[config.mk]
export PLATFORM = sky130hd
export DESIGN_NAME = agen_stage
export DESIGN_NICKNAME = d
export VERILOG_FILES = /design/src/rtl/agen_pkg.sv /design/src/rtl/agen_base_sel.sv /design/src/rtl/agen_disp_add.sv /design/src/rtl/agen_stage.sv
export SDC_FILE = /design/constraint.sdc
export NUM_CORES = 1
export LEC_CHECK = 0
export BUFFER_PORTS_ARGS = -buffer_cell sky130_fd_sc_hd__buf_2
export CORE_MARGIN = 2
export CORE_UTILIZATION = 30
export CTS_CLUSTER_SIZE = 20
export DETAILED_ROUTE_END_ITERATION = 8
export GPL_TIMING_DRIVEN = 0
export HOLD_SLACK_MARGIN = 0.05
export PLACE_DENSITY = 0.51
export SYNTH_ARGS = -nofsm -noshare
export SYNTH_HDL_FRONTEND = slang
export SYNTH_HIERARCHICAL = 1
export SYNTH_SLANG_ARGS = --single-unit
[constraint.sdc]
create_clock -name clk -period 3.29 [get_ports clk]
set_input_delay 0.1645 -clock clk [delete_from_list [all_inputs] [get_ports clk]]
set_output_delay 0.1645 -clock clk [all_outputs]
set_load 0.01 [all_outputs]
[src/rtl/agen_pkg.sv]
// Package: shared widths and field layout for the effective address stage.
// Assumes a 32-bit word, 16 general registers and a single fixed instruction format.
package agen_pkg;
    parameter int DATA_W = 32;
    parameter int OP_W   = 8;
    parameter int IDX_W  = 4;
    parameter int DISP_W = 16;

    localparam int INSTR_W = OP_W + 2 * IDX_W + DISP_W;
    localparam logic [IDX_W-1:0] X_NONE  = '0;
    localparam logic [IDX_W-1:0] X_PCREL = '1;

    typedef struct packed {
        logic [OP_W-1:0]   opcode;
        logic [IDX_W-1:0]  rsel;
        logic [IDX_W-1:0]  xsel;
        logic [DISP_W-1:0] disp;
    } instr_t;

    typedef struct packed {
        logic [OP_W-1:0]   opcode;
        logic [IDX_W-1:0]  rsel;
        logic [DATA_W-1:0] addr;
    } stage_out_t;
endpackage

[src/rtl/agen_base_sel.sv]
// Base selector: decodes the x field and picks zero, the pc or register data.
// Assumes the register file returns data combinationally for the index shown.
module agen_base_sel
    import agen_pkg::*;
(
    input  logic [IDX_W-1:0]  xsel,
    input  logic [DATA_W-1:0] pc,
    input  logic [DATA_W-1:0] rf_data,
    output logic [IDX_W-1:0]  rf_idx,
    output logic              rf_req,
    output logic [DATA_W-1:0] base
);
    logic is_none;
    logic is_pcrel;

    // Decode the two reserved x values.
    always_comb begin
        is_none  = (xsel == X_NONE);
        is_pcrel = (xsel == X_PCREL);
    end

    // Drive the read port: the index is always x, and the request is asserted
    // only when neither reserved value is present.
    always_comb begin
        rf_idx = xsel;
        rf_req = ~(is_none | is_pcrel);
    end

    // Select the base value.
    always_comb begin
        if (is_none)       base = '0;
        else if (is_pcrel) base = pc;
        else               base = rf_data;
    end
endmodule

[src/rtl/agen_disp_add.sv]
// Displacement adder: sign-extends the displacement and adds it to the base.
// Assumes wrap-around arithmetic; the carry out is discarded.
module agen_disp_add
    import agen_pkg::*;
(
    input  logic [DATA_W-1:0] base,
    input  logic [DISP_W-1:0] disp,
    output logic [DATA_W-1:0] sum
);
    localparam int EXT_W = DATA_W - DISP_W;

    logic [DATA_W-1:0] disp_ext;

    // Replicate the sign bit to the full width.
    always_comb disp_ext = {{EXT_W{disp[DISP_W-1]}}, disp};

    // Form the modulo-2^DATA_W sum.
    always_comb sum = base + disp_ext;
endmodule

[src/rtl/agen_stage.sv]
// Effective address stage: splits the instruction, selects the base, adds the
// displacement and registers opcode, r and the address every clock.
// Assumes a synchronous active-low reset and a combinational register read port.
module agen_stage
    import agen_pkg::*;
(
    input  logic              clk,
    input  logic              rst_n,
    input  logic [31:0]       in_instr,
    input  logic [31:0]       in_pc,
    output logic [3:0]        rf_rd_idx,
    output logic              rf_rd_req,
    input  logic [31:0]       rf_rd_data,
    output logic [7:0]        out_opcode,
    output logic [3:0]        out_rsel,
    output logic [31:0]       out_addr
);
    instr_t            ir;
    logic [DATA_W-1:0] base;
    logic [DATA_W-1:0] ea;
    stage_out_t        q;

    // View the raw word through the field layout.
    always_comb ir = instr_t'(in_instr);

    agen_base_sel u_base (
        .xsel    (ir.xsel),
        .pc      (in_pc),
        .rf_data (rf_rd_data),
        .rf_idx  (rf_rd_idx),
        .rf_req  (rf_rd_req),
        .base    (base)
    );

    agen_disp_add u_add (
        .base (base),
        .disp (ir.disp),
        .sum  (ea)
    );

    // Output pipeline register: loads every clock and clears on reset.
    always_ff @(posedge clk) begin
        if (!rst_n) q <= '0;
        else        q <= '{opcode: ir.opcode, rsel: ir.rsel, addr: ea};
    end

    // Drive the output ports from the register.
    always_comb begin
        out_opcode = q.opcode;
        out_rsel   = q.rsel;
        out_addr   = q.addr;
    end
endmodule

# Word level (Yosys, flattened, before mapping)
# Index checks and enable logic that the tools add are counted.
word_totals:
  wordCells: 10
  in_bits: 98
  output_inout_bits: 49
  register_bits: 44
op_classes:
  n_bitwise: 2
  n_eq_ne: 1
  reduce_logical: 1
  mux: 2
  add_sub_neg: 1
op_table:
  columns: ["cell", "n"]
  rows:
  - ["2-to-1 mux 32 bit", 2]
  - ["adder 32 bit", 1]
  - ["equality test 4 bit (second input constant)", 1]
  - ["zero test 4 bit", 1]
  - ["inverter 1 bit", 1]
  - ["bitwise OR 1 bit", 1]

# Logic depth before layout (Yosys ltp)
# Gate-level depths: netlist of the first run.
depth:
  word_depth: 4
  mapped_depth: 14
  mapped_depth_nobuf: 12

# Cells and area by module
# Netlist of the first run, hierarchy kept.
modules_own_cells:
  columns: ["mod", "n_inst", "cells_per_inst", "area_per_inst_um2"]
  rows:
  - ["agen_disp_add", 1, 234, 1645.3]
  - ["agen_base_sel", 1, 131, 1258.7]
  - ["agen_stage", 1, 92, 1231.2]

# Least setup slack after synthesis of the first run
# Ideal clock, no wire load.
synth_path:
  path_kind: "input port to flip-flop"
  startpoint: "input in_instr[17]"
  endpoint: "register q, in the netlist out_addr[26]"
  setup_ps: 116
  n_path_buf: 1
  setup_slack_ps: 253
  t_arrival_ps: 2921
  path_stages: 13
  path_cell_list: "buf_6 o31a_1 o221a_1 ha_1 fa_1 a21o_1 a221oi_2 or2_2 o31ai_2 a221o_1 a31oi_1 xnor2_1 and2_2"
synth_via:
  elab_chain_len: 4
  elab_cells_between_ends: 5
  classes_between: "add/sub (1); eq/ne (1); mux (2); reduce/logical (1)"
synth_lines:
  columns: ["item", "line_no", "source"]
  rows:
  - ["start: declaration", "agen_stage.sv:9", "input logic [31:0] in_instr,"]
  - ["equality test 4 bit", "agen_base_sel.sv:19", "is_pcrel = (xsel == X_PCREL);"]
  - ["2-to-1 mux 32 bit", "agen_base_sel.sv:32", "else if (is_pcrel) base = pc;"]
  - ["2-to-1 mux 32 bit (*)", "agen_base_sel.sv:31", "if (is_none) base = '0;"]
  - ["net base[0]", "agen_stage.sv:19", "logic [DATA_W-1:0] base;"]
  - ["adder 32 bit (*)", "agen_disp_add.sv:18", "always_comb sum = base + disp_ext;"]
  - ["net ea[26]", "agen_stage.sv:20", "logic [DATA_W-1:0] ea;"]
  - ["end signal: assignment", "agen_stage.sv:44", "else q <= '{opcode: ir.opcode, rsel: ir.rsel, addr: ea};"]
  - ["end: declaration", "agen_stage.sv:21", "stage_out_t q;"]
# Mark *: on every way through the listed nets, which the timed path passes. The rest lies on a longest branch.
# A chain may end at the register's enable or synchronous reset.

# Worst setup path after layout of the first run
layout_path:
  startpoint: "input in_instr[19]"
  endpoint: "register q, in the netlist out_addr[30]"
# Same word-level chain as after synthesis.

==> key figures, run 1 <==
Outcome
  – Status: finished, final reports clean

Clocking
  – Clk buf depth: 2
  – Clock transition at path regs: 0.06 ns
  – H-Tree Depth: 2
  – CTS Sinks: 44
  – CTS tree: done
  – Root Buffer Master: clkbuf_16
  – CTS Buf Count: 5

Global route
  – Number of global-route vias before repair: 4014
  – Initial antenna violation count: 2
  – First-pass GRT wire length: 21100 µm
  – GRT Util Overall: 17.9%
  – Largest net degree at the start of global routing: 18
  – Global route overflow: 0

Setup path
  – Crit path kind: primary input to flop
  – WP data arrival: 3.31 ns
  – Startpoint types: primary input
  – WP data required: 3.47 ns
  – Setup crit end kind: flop
  – Critical path peak fanout: 10

Die
  – Die ar.: 0.0147 mm²
  – Die width: 121 µm
  – Chip Height: 121 µm
  – Top Ports: 147
  – CORE AREA: 0.0133 mm²
  – Row cnt: 42
  – Initial Utilization: 31.0%

Pwr
  – Reg power frac: 30.8%
  – Final Power: 2.03 mW
  – Net switching fraction of the power: 34.2%
  – P_leak: 2.41 nW
  – Power per cell area: 383 mW/mm²
  – VDD IR max: 0.220 mV
  – Clock group share of total power: 24.4%
  – Part of the power in combinational logic: 44.8%
  – Psw: 0.693 mW
  – Cell-internal power: 1.33 mW

Finish
  – Most frequent cells in the layout: buf_2, and2_2, dfxtp_1
  – Most common cell after layout, fill and taps aside: buf_2
  – Share of cells above drive strength 1: 40.4%
  – Nets: 741
  – Syn-to-layout area delta: 28.2%
  – Filler instances: 1407
  – Design Area, Final: 0.00530 mm²

Synthesis
  – Mapped Nets: 587
  – Async set or reset register ratio after synthesis: 0%
  – Post-Syn Area: 0.00414 mm²
  – Number of synthesized flops with an enable pin: 0
  – Sequential share of the synthesized area: 21.3%
  – Dominant synthesized flop cell: dfxtp_1
  – Ys Warns: 6
  – Distinct cell type count after synthesis: 54
  – Syn_area_per_cell: 9.05 µm²
  – Number of synthesized register bits: 44
  – Synthesized instance count: 457

Timing
  – Post-route clock period utilization: 95.1%
  – Relative slew slack: 70.8%
  – Post-layout minimum cycle time: 3.13 ns
  – Final Max Slew Viols: 0
  – Hold_ws: 0.0990 ns
  – Setup_tns: 0 ns
  – RSZ-0062 raised after global routing: false
  – Fmax: 0.320 GHz
  – Least-Margin Pin Slew: 0.433 ns
  – Final Setup Violations: 0
  – Final Hold Fails: 0

Route
  – DR DRC count: 0
  – Vias per inst: 5.24
  – WL/cell: 16.8 µm
  – Drt pass-1 iters: 4
  – Via count: 4138
  – DRT Wirelength: 13300 µm
  – Drt initial violations: 216
  – Detail Route Antenna Nets: 0

Job
  – Max-Cap Viols: 0

Placed design
  – I/O Buffers: 144
  – Post-DP HPWL: 10800 µm
  – Dpl cell area: 0.00508 mm²
  – Routability congestion estimate: 0.842

Hold path
  – Min-delay worst type: primary input to flop
## per-stage QoR
step | setup slack (ns) | util [%] | instances
detailed placement | -0.294 | 38.0 | 777
finish | 0.163 | 39.7 | 790
floorplan | 0.253 | - | 457
global placement | -0.295 | 38.0 | 777
CTS | 0.00517 | 39.2 | 785
global route | 0.0257 | 39.7 | 790
## final timing paths
path,from,to,cells after the start
max,in_instr[19],out_addr[30],14
min,in_instr[31],out_opcode[7],2
## repair_timing
item	4_1_cts	5_1_grt
buffers inserted	0	3
resized for setup	0	10
hold buffers	0	0
setup endpoints to repair	0	6
endpoints found under the hold margin	0	0
## Yosys cell counts (11+ instances only)
cell      n  area (µm²)
o21ai_0  15        75.1
nand2_1  31         116
dfxtp_1  44         881
a21oi_1  27         135
o31a_1   32         280
buf_6    11         124
and2_2   44         330
a31o_1   32         280
ha_1     31         388
o221a_1  32         360
xnor2_1  16         140
xor2_1   15         131
## flip-flops by register name, indices dropped and copies added (netlist names)
name / count
out_opcode: 8
out_rsel: 4
out_addr: 32
## logic make-up after synthesis
logic type	after synthesis	synth area share, %
AO/OA/AOI/OAI	186	36.7
XOR/XNOR	31	6.57
adder cells (fa/ha/maj)	32	9.86
buffers and inverters	51	9.44
flip-flops	44	21.3
AND/OR/NAND/NOR	113	16.2
## cell type report
type,instances,area (µm²),share of cell area [%]
Clock inverter,2,15.0,0.283
Buffer,46,373,7.03
Timing Repair Buffer,147,743,14.0
Sequential cell,44,881,16.6
Tap cell,176,220,4.15
Inverter,5,18.8,0.354
Antenna cell,2,5.00,0.0944
Multi-Input combinational cell,362,2910,54.8
Clock buffer,6,139,2.62
## power groups by stage
stage / combinational [mW] / clock (mW) / sequential, mW
4_1_cts: 0.892 / 0.514 / 0.627
3_5_place_dp: 0.886 / 0 / 0.638
6_report: 0.908 / 0.495 / 0.625
3_3_place_gp: 0.882 / 0 / 0.637
5_1_grt: 1.01 / 0.532 / 0.633
2_1_floorplan: 0.559 / 0 / 0.679
## metal layers
metal,GRT usage (%),vias up,wire length (µm)
li1,-,2067,-
met1,24.7,1914,6280
met2,29.5,145,6080
met3,2.07,12,706
met4,4.53,0,209
met5,0,-,0
## worst max-delay path, cell delays in order
cell and delay (ns):
buf_2 0.13, buf_6 0.14, o31a_1 0.27, o221a_1 0.27, ha_1 0.26, fa_2 0.36
a21o_1 0.23, a221oi_4 0.34, or2_4 0.19, o31ai_2 0.08, a221o_1 0.38, a31oi_2 0.22
xnor2_1 0.09, and2_2 0.18
No activity file was read; power rests on OpenSTA's default activity.
==> inputs of run 2 (changes only) <==
CORE_UTILIZATION = 51   (was 30)
PLACE_DENSITY = 0.8   (was 0.51)
==> key figures, run 2 (synthesized netlist as in run 1, its figures left out) <==
Finish
  – Most common cell after layout, fill and taps aside: buf_2
  – Diode count: 0
  – Syn-to-layout area delta: 23.7%
  – Design Area, Final: 0.00512 mm²
  – Filler instances: 680
  – Final Util: 65.5%
  – Share of cells above drive strength 1: 38.9%
  – Most frequent cells in the layout: buf_2, and2_2, dfxtp_1
  – Nets: 738
  – Max FFs per register: 32

Pwr
  – Psw: 0.662 mW
  – VDD IR max: 0.160 mV
  – Net switching fraction of the power: 34.2%
  – Clock group share of total power: 22.2%
  – P_leak: 2.38 nW
  – Power per cell area: 378 mW/mm²
  – Reg power frac: 32.3%
  – Cell-internal power: 1.27 mW
  – Part of the power in combinational logic: 45.6%

Clocking
  – H-Tree Depth: 2
  – Clock transition at path regs: 0.09 ns
  – CTS tree: done
  – CTS Buf Count: 5
  – Setup bufs post-CTS: 0
  – CTS Sinks: 44
  – # hold bufs at CTS: 0
  – Clk buf depth: 2
  – Root Buffer Master: clkbuf_8

Die
  – CORE AREA: 0.00781 mm²
  – Die width: 94.0 µm
  – Chip Height: 94.0 µm
  – Die ar.: 0.00884 mm²
  – Row cnt: 32
  – Initial Utilization: 53.0%
  – Top Ports: 147

Timing
  – Relative slew slack: 66.4%
  – Setup_tns: 0 ns
  – Least-Margin Pin Slew: 0.503 ns
  – Final Hold Fails: 0
  – Final Setup Violations: 0
  – Fmax: 0.314 GHz
  – RSZ-0062 raised after global routing: false
  – Hold_ws: 0.0745 ns
  – Final Max Slew Viols: 0
  – Post-layout minimum cycle time: 3.19 ns
  – Post-route clock period utilization: 96.8%

Global route
  – First-pass GRT wire length: 17900 µm
  – Global route overflow: 0
  – Largest net degree at the start of global routing: 18
  – Initial antenna violation count: 0
  – GRT Util Overall: 24.7%
  – Number of global-route vias before repair: 3858

Route
  – Vias per inst: 5.91
  – WL/cell: 16.1 µm
  – Top routing layer in use: met4
  – Via count: 4200
  – DRT Wirelength: 11400 µm
  – DR DRC count: 0
  – Drt initial violations: 223
  – Detail Route Antenna Nets: 0
  – Drt pass-1 iters: 4
  – Detail Route met2 WL: 5270 µm
  – Met3 WL post-DR: 765 µm
  – Met1 Wirelength: 5170 µm

Setup path
  – WP data required: 3.48 ns
  – Delay-heaviest family, CP: compound AO/OA/AOI/OAI gates
  – Crit-path cells: buf_2, buf_6, o31a_1, o221a_1, ha_1, fa_1, a21o_1, a221oi_4, or2_2, o31ai_2, a221o_1, a31oi_1, xnor2_1, and2_2
  – Slowest cell on crit path: fa_1
  – Crit path kind: primary input to flop
  – CP peak stage delay: 0.42 ns
  – Critical path peak fanout: 10
  – Buf+Inv Stages, Crit Path: 2
  – WP data arrival: 3.38 ns
  – Setup crit end kind: flop
  – Startpoint types: primary input

Hold path
  – Min-delay worst type: primary input to flop

Placed design
  – Post-DP HPWL: 9090 µm
  – I/O Buffers: 144
  – Dpl cell area: 0.00498 mm²
  – Routability congestion estimate: 0.910

Outcome
  – Status: finished, final reports clean

Job
  – Max-Cap Viols: 0
==> run 2: cell types whose count changed in the layout (fill, tap and decap cells not counted), moves of 2 or more <==
| cell | change |
|---|---|
| a31oi_1 | +2 |
| a31oi_2 | -2 |
| buf_4 | -3 |
| clkbuf_16 | -5 |
| clkbuf_8 | +5 |
| clkinvlp_4 | -2 |
| diode_2 | -2 |
==> run 2: final cells by class <==
| type | count | area (µm²) | area share (%) |
|---|---|---|---|
| Inverter | 5 | 18.8 | 0.367 |
| Buffer | 46 | 372 | 7.26 |
| Sequential cell | 44 | 881 | 17.2 |
| Multi-Input combinational cell | 362 | 2880 | 56.2 |
| Clock buffer | 6 | 82.6 | 1.61 |
| Timing Repair Buffer | 144 | 721 | 14.1 |
| Tap cell | 102 | 128 | 2.49 |
| Clock inverter | 2 | 38.8 | 0.758 |
==> run 2: power by group through the flow <==
stage | registers (mW) | clock network (mW) | logic [mW]
4_1_cts | 0.625 | 0.437 | 0.869
3_5_place_dp | 0.638 | 0 | 0.864
5_1_grt | 0.632 | 0.456 | 0.965
2_1_floorplan | 0.679 | 0 | 0.559
6_report | 0.624 | 0.429 | 0.882
3_3_place_gp | 0.635 | 0 | 0.848
==> run 2: through the flow <==
stage                     total power, mW  setup WS [ns]  cells
final                                1.94          0.104    711
after global routing                 2.05        0.00395    711
after CTS                            1.93         0.0619    711
after detailed placement             1.50         -0.258    703
after global placement               1.48         -0.192    703
after floorplan                      1.24          0.253    457
==> run 2: final timing paths <==
check / start / end / cells after the start
worst min-delay path: in_instr[31] / out_opcode[7] / 2
worst max-delay path: in_instr[19] / out_addr[26] / 14
==> run 2: repair_timing <==
action / 4_1_cts / 5_1_grt
endpoints found under the setup margin: 0 / 2
gates resized for setup: 0 / 1
endpoints found under the hold margin: 0 / 0
==> run 2: routing by layer <==
metal  GRT usage (%)  vias to the layer above
met5               0                        -
met4            7.49                        0
met3            2.73                       17
met2            41.5                      192
met1            33.3                     1931
li1                -                     2060
==> inputs of run 3 (changes only) <==
CORE_MARGIN = 1   (was 2)
==> key figures, run 3 (synthesized netlist as in run 1, its figures left out) <==
Global route
  – First-pass GRT wire length: 18400 µm
  – Initial antenna violation count: 0
  – Number of global-route vias before repair: 3995
  – Global route overflow: 0
  – GRT Util Overall: 26.2%
  – Largest net degree at the start of global routing: 18

Finish
  – Most common cell after layout, fill and taps aside: buf_2
  – Diode count: 0
  – Share of cells above drive strength 1: 38.9%
  – Filler instances: 699
  – Most frequent cells in the layout: buf_2, and2_2, dfxtp_1
  – Max FFs per register: 32
  – Syn-to-layout area delta: 23.7%
  – Nets: 738

Outcome
  – Status: finished, final reports clean

Die
  – Die ar.: 0.00847 mm²
  – Row cnt: 32
  – Top Ports: 147
  – Die width: 92.0 µm
  – Chip Height: 92.0 µm
  – Initial Utilization: 53.2%
  – CORE AREA: 0.00777 mm²

Clocking
  – Setup bufs post-CTS: 0
  – CTS Buf Count: 5
  – Clk buf depth: 2
  – H-Tree Depth: 2
  – CTS Sinks: 44
  – Root Buffer Master: clkbuf_8
  – CTS tree: done
  – Clock transition at path regs: 0.08 ns
  – # hold bufs at CTS: 0

Placed design
  – Post-DP HPWL: 8980 µm
  – Routability congestion estimate: 0.892
  – I/O Buffers: 144
  – Post-Place Setup Slack: -0.238 ns

Setup path
  – Crit-path cells: buf_2, buf_6, o31a_1, o221a_1, ha_1, fa_1, a21o_1, a221oi_4, or2_2, o31ai_2, a221o_1, a31oi_1, xnor2_1, and2_2
  – Critical path peak fanout: 10
  – Slowest cell on crit path: fa_1
  – Crit path kind: primary input to flop
  – WP data arrival: 3.38 ns
  – WP data required: 3.48 ns
  – CP peak stage delay: 0.41 ns
  – Setup crit end kind: flop
  – Startpoint types: primary input

Timing
  – Final Max Slew Viols: 0
  – Final worst slack: 0.0989 ns
  – Setup_tns: 0 ns
  – Relative slew slack: 66.1%
  – Post-layout minimum cycle time: 3.19 ns
  – Final Setup Violations: 0
  – Fmax: 0.313 GHz
  – Least-Margin Pin Slew: 0.508 ns
  – Final Hold Fails: 0
  – Post-route clock period utilization: 97.0%
  – RSZ-0062 raised after global routing: false

Route
  – Drt pass-1 iters: 7
  – Vias per inst: 5.92
  – DR DRC count: 0
  – DRT Wirelength: 11000 µm
  – Via count: 4208
  – Detail Route Antenna Nets: 0
  – Drt initial violations: 218
  – WL/cell: 15.5 µm

Pwr
  – Power per cell area: 376 mW/mm²
  – P_leak: 2.38 nW
  – VDD IR max: 0.165 mV

Job
  – Max-Cap Viols: 0

Hold path
  – Min-delay worst type: primary input to flop
run 3: cell counts in the layout (fill, tap and decap cells not counted):
Identical to the previous run, type by type.
run 3: path summary, 6_finish.rpt:
path | startpoint | endpoint | cells past startpoint
setup / recovery | in_instr[19] | out_addr[30] | 14
hold / removal | in_instr[30] | out_opcode[6] | 2
run 3: repair_timing:
item / 4_1_cts / 5_1_grt
resized for setup: 0 / 1
endpoints found under the setup margin: 0 / 2
endpoints found under the hold margin: 0 / 0
run 3: report_power, final:
| part | switching [mW] | internal (mW) | total, mW |
|---|---|---|---|
| combinational | 0.460 | 0.416 | 0.876 |
| clock | 0.175 | 0.248 | 0.423 |
| sequential | 0.0161 | 0.607 | 0.624 |
| total | 0.652 | 1.27 | 1.92 |
run 3: critical path, delay by kind of cell:
| kind | cells | cell delay (ns) |
|---|---|---|
| fa+ha+maj | 2 | 0.66 |
| compound gates | 7 | 1.80 |
| buf+inv | 2 | 0.27 |
| xor+xnor | 1 | 0.09 |
| simple gates | 2 | 0.39 |
run 3: area by class of cell:
cell class                      count  area [µm²]  share of cell area [%]
Multi-Input combinational cell    362        2880                    56.2
Sequential cell                    44         881                    17.2
Timing Repair Buffer              144         721                    14.1
Buffer                             46         372                    7.26
Tap cell                          102         128                    2.49
Clock buffer                        6        82.6                    1.61
Clock inverter                      2        38.8                   0.758
Inverter                            5        18.8                   0.367
run 3: routing by layer:
metal	routed length [µm]	track usage, %
met5	0	0
met4	225	7.42
met3	644	3.32
met2	5230	44.7
met1	4950	34.5
run 3: stage by stage:
step	util [%]	hold WS, ns	std cells	cell area, µm²	total power, mW
6_report	65.9	0.0847	711	5120	1.92
5_1_grt	65.9	0.0856	711	5120	2.05
4_1_cts	65.7	0.0803	711	5100	1.93
3_5_place_dp	64.2	0.388	703	4980	1.50
3_3_place_gp	64.2	0.385	703	4980	1.48
2_1_floorplan	-	0.301	457	4140	1.24
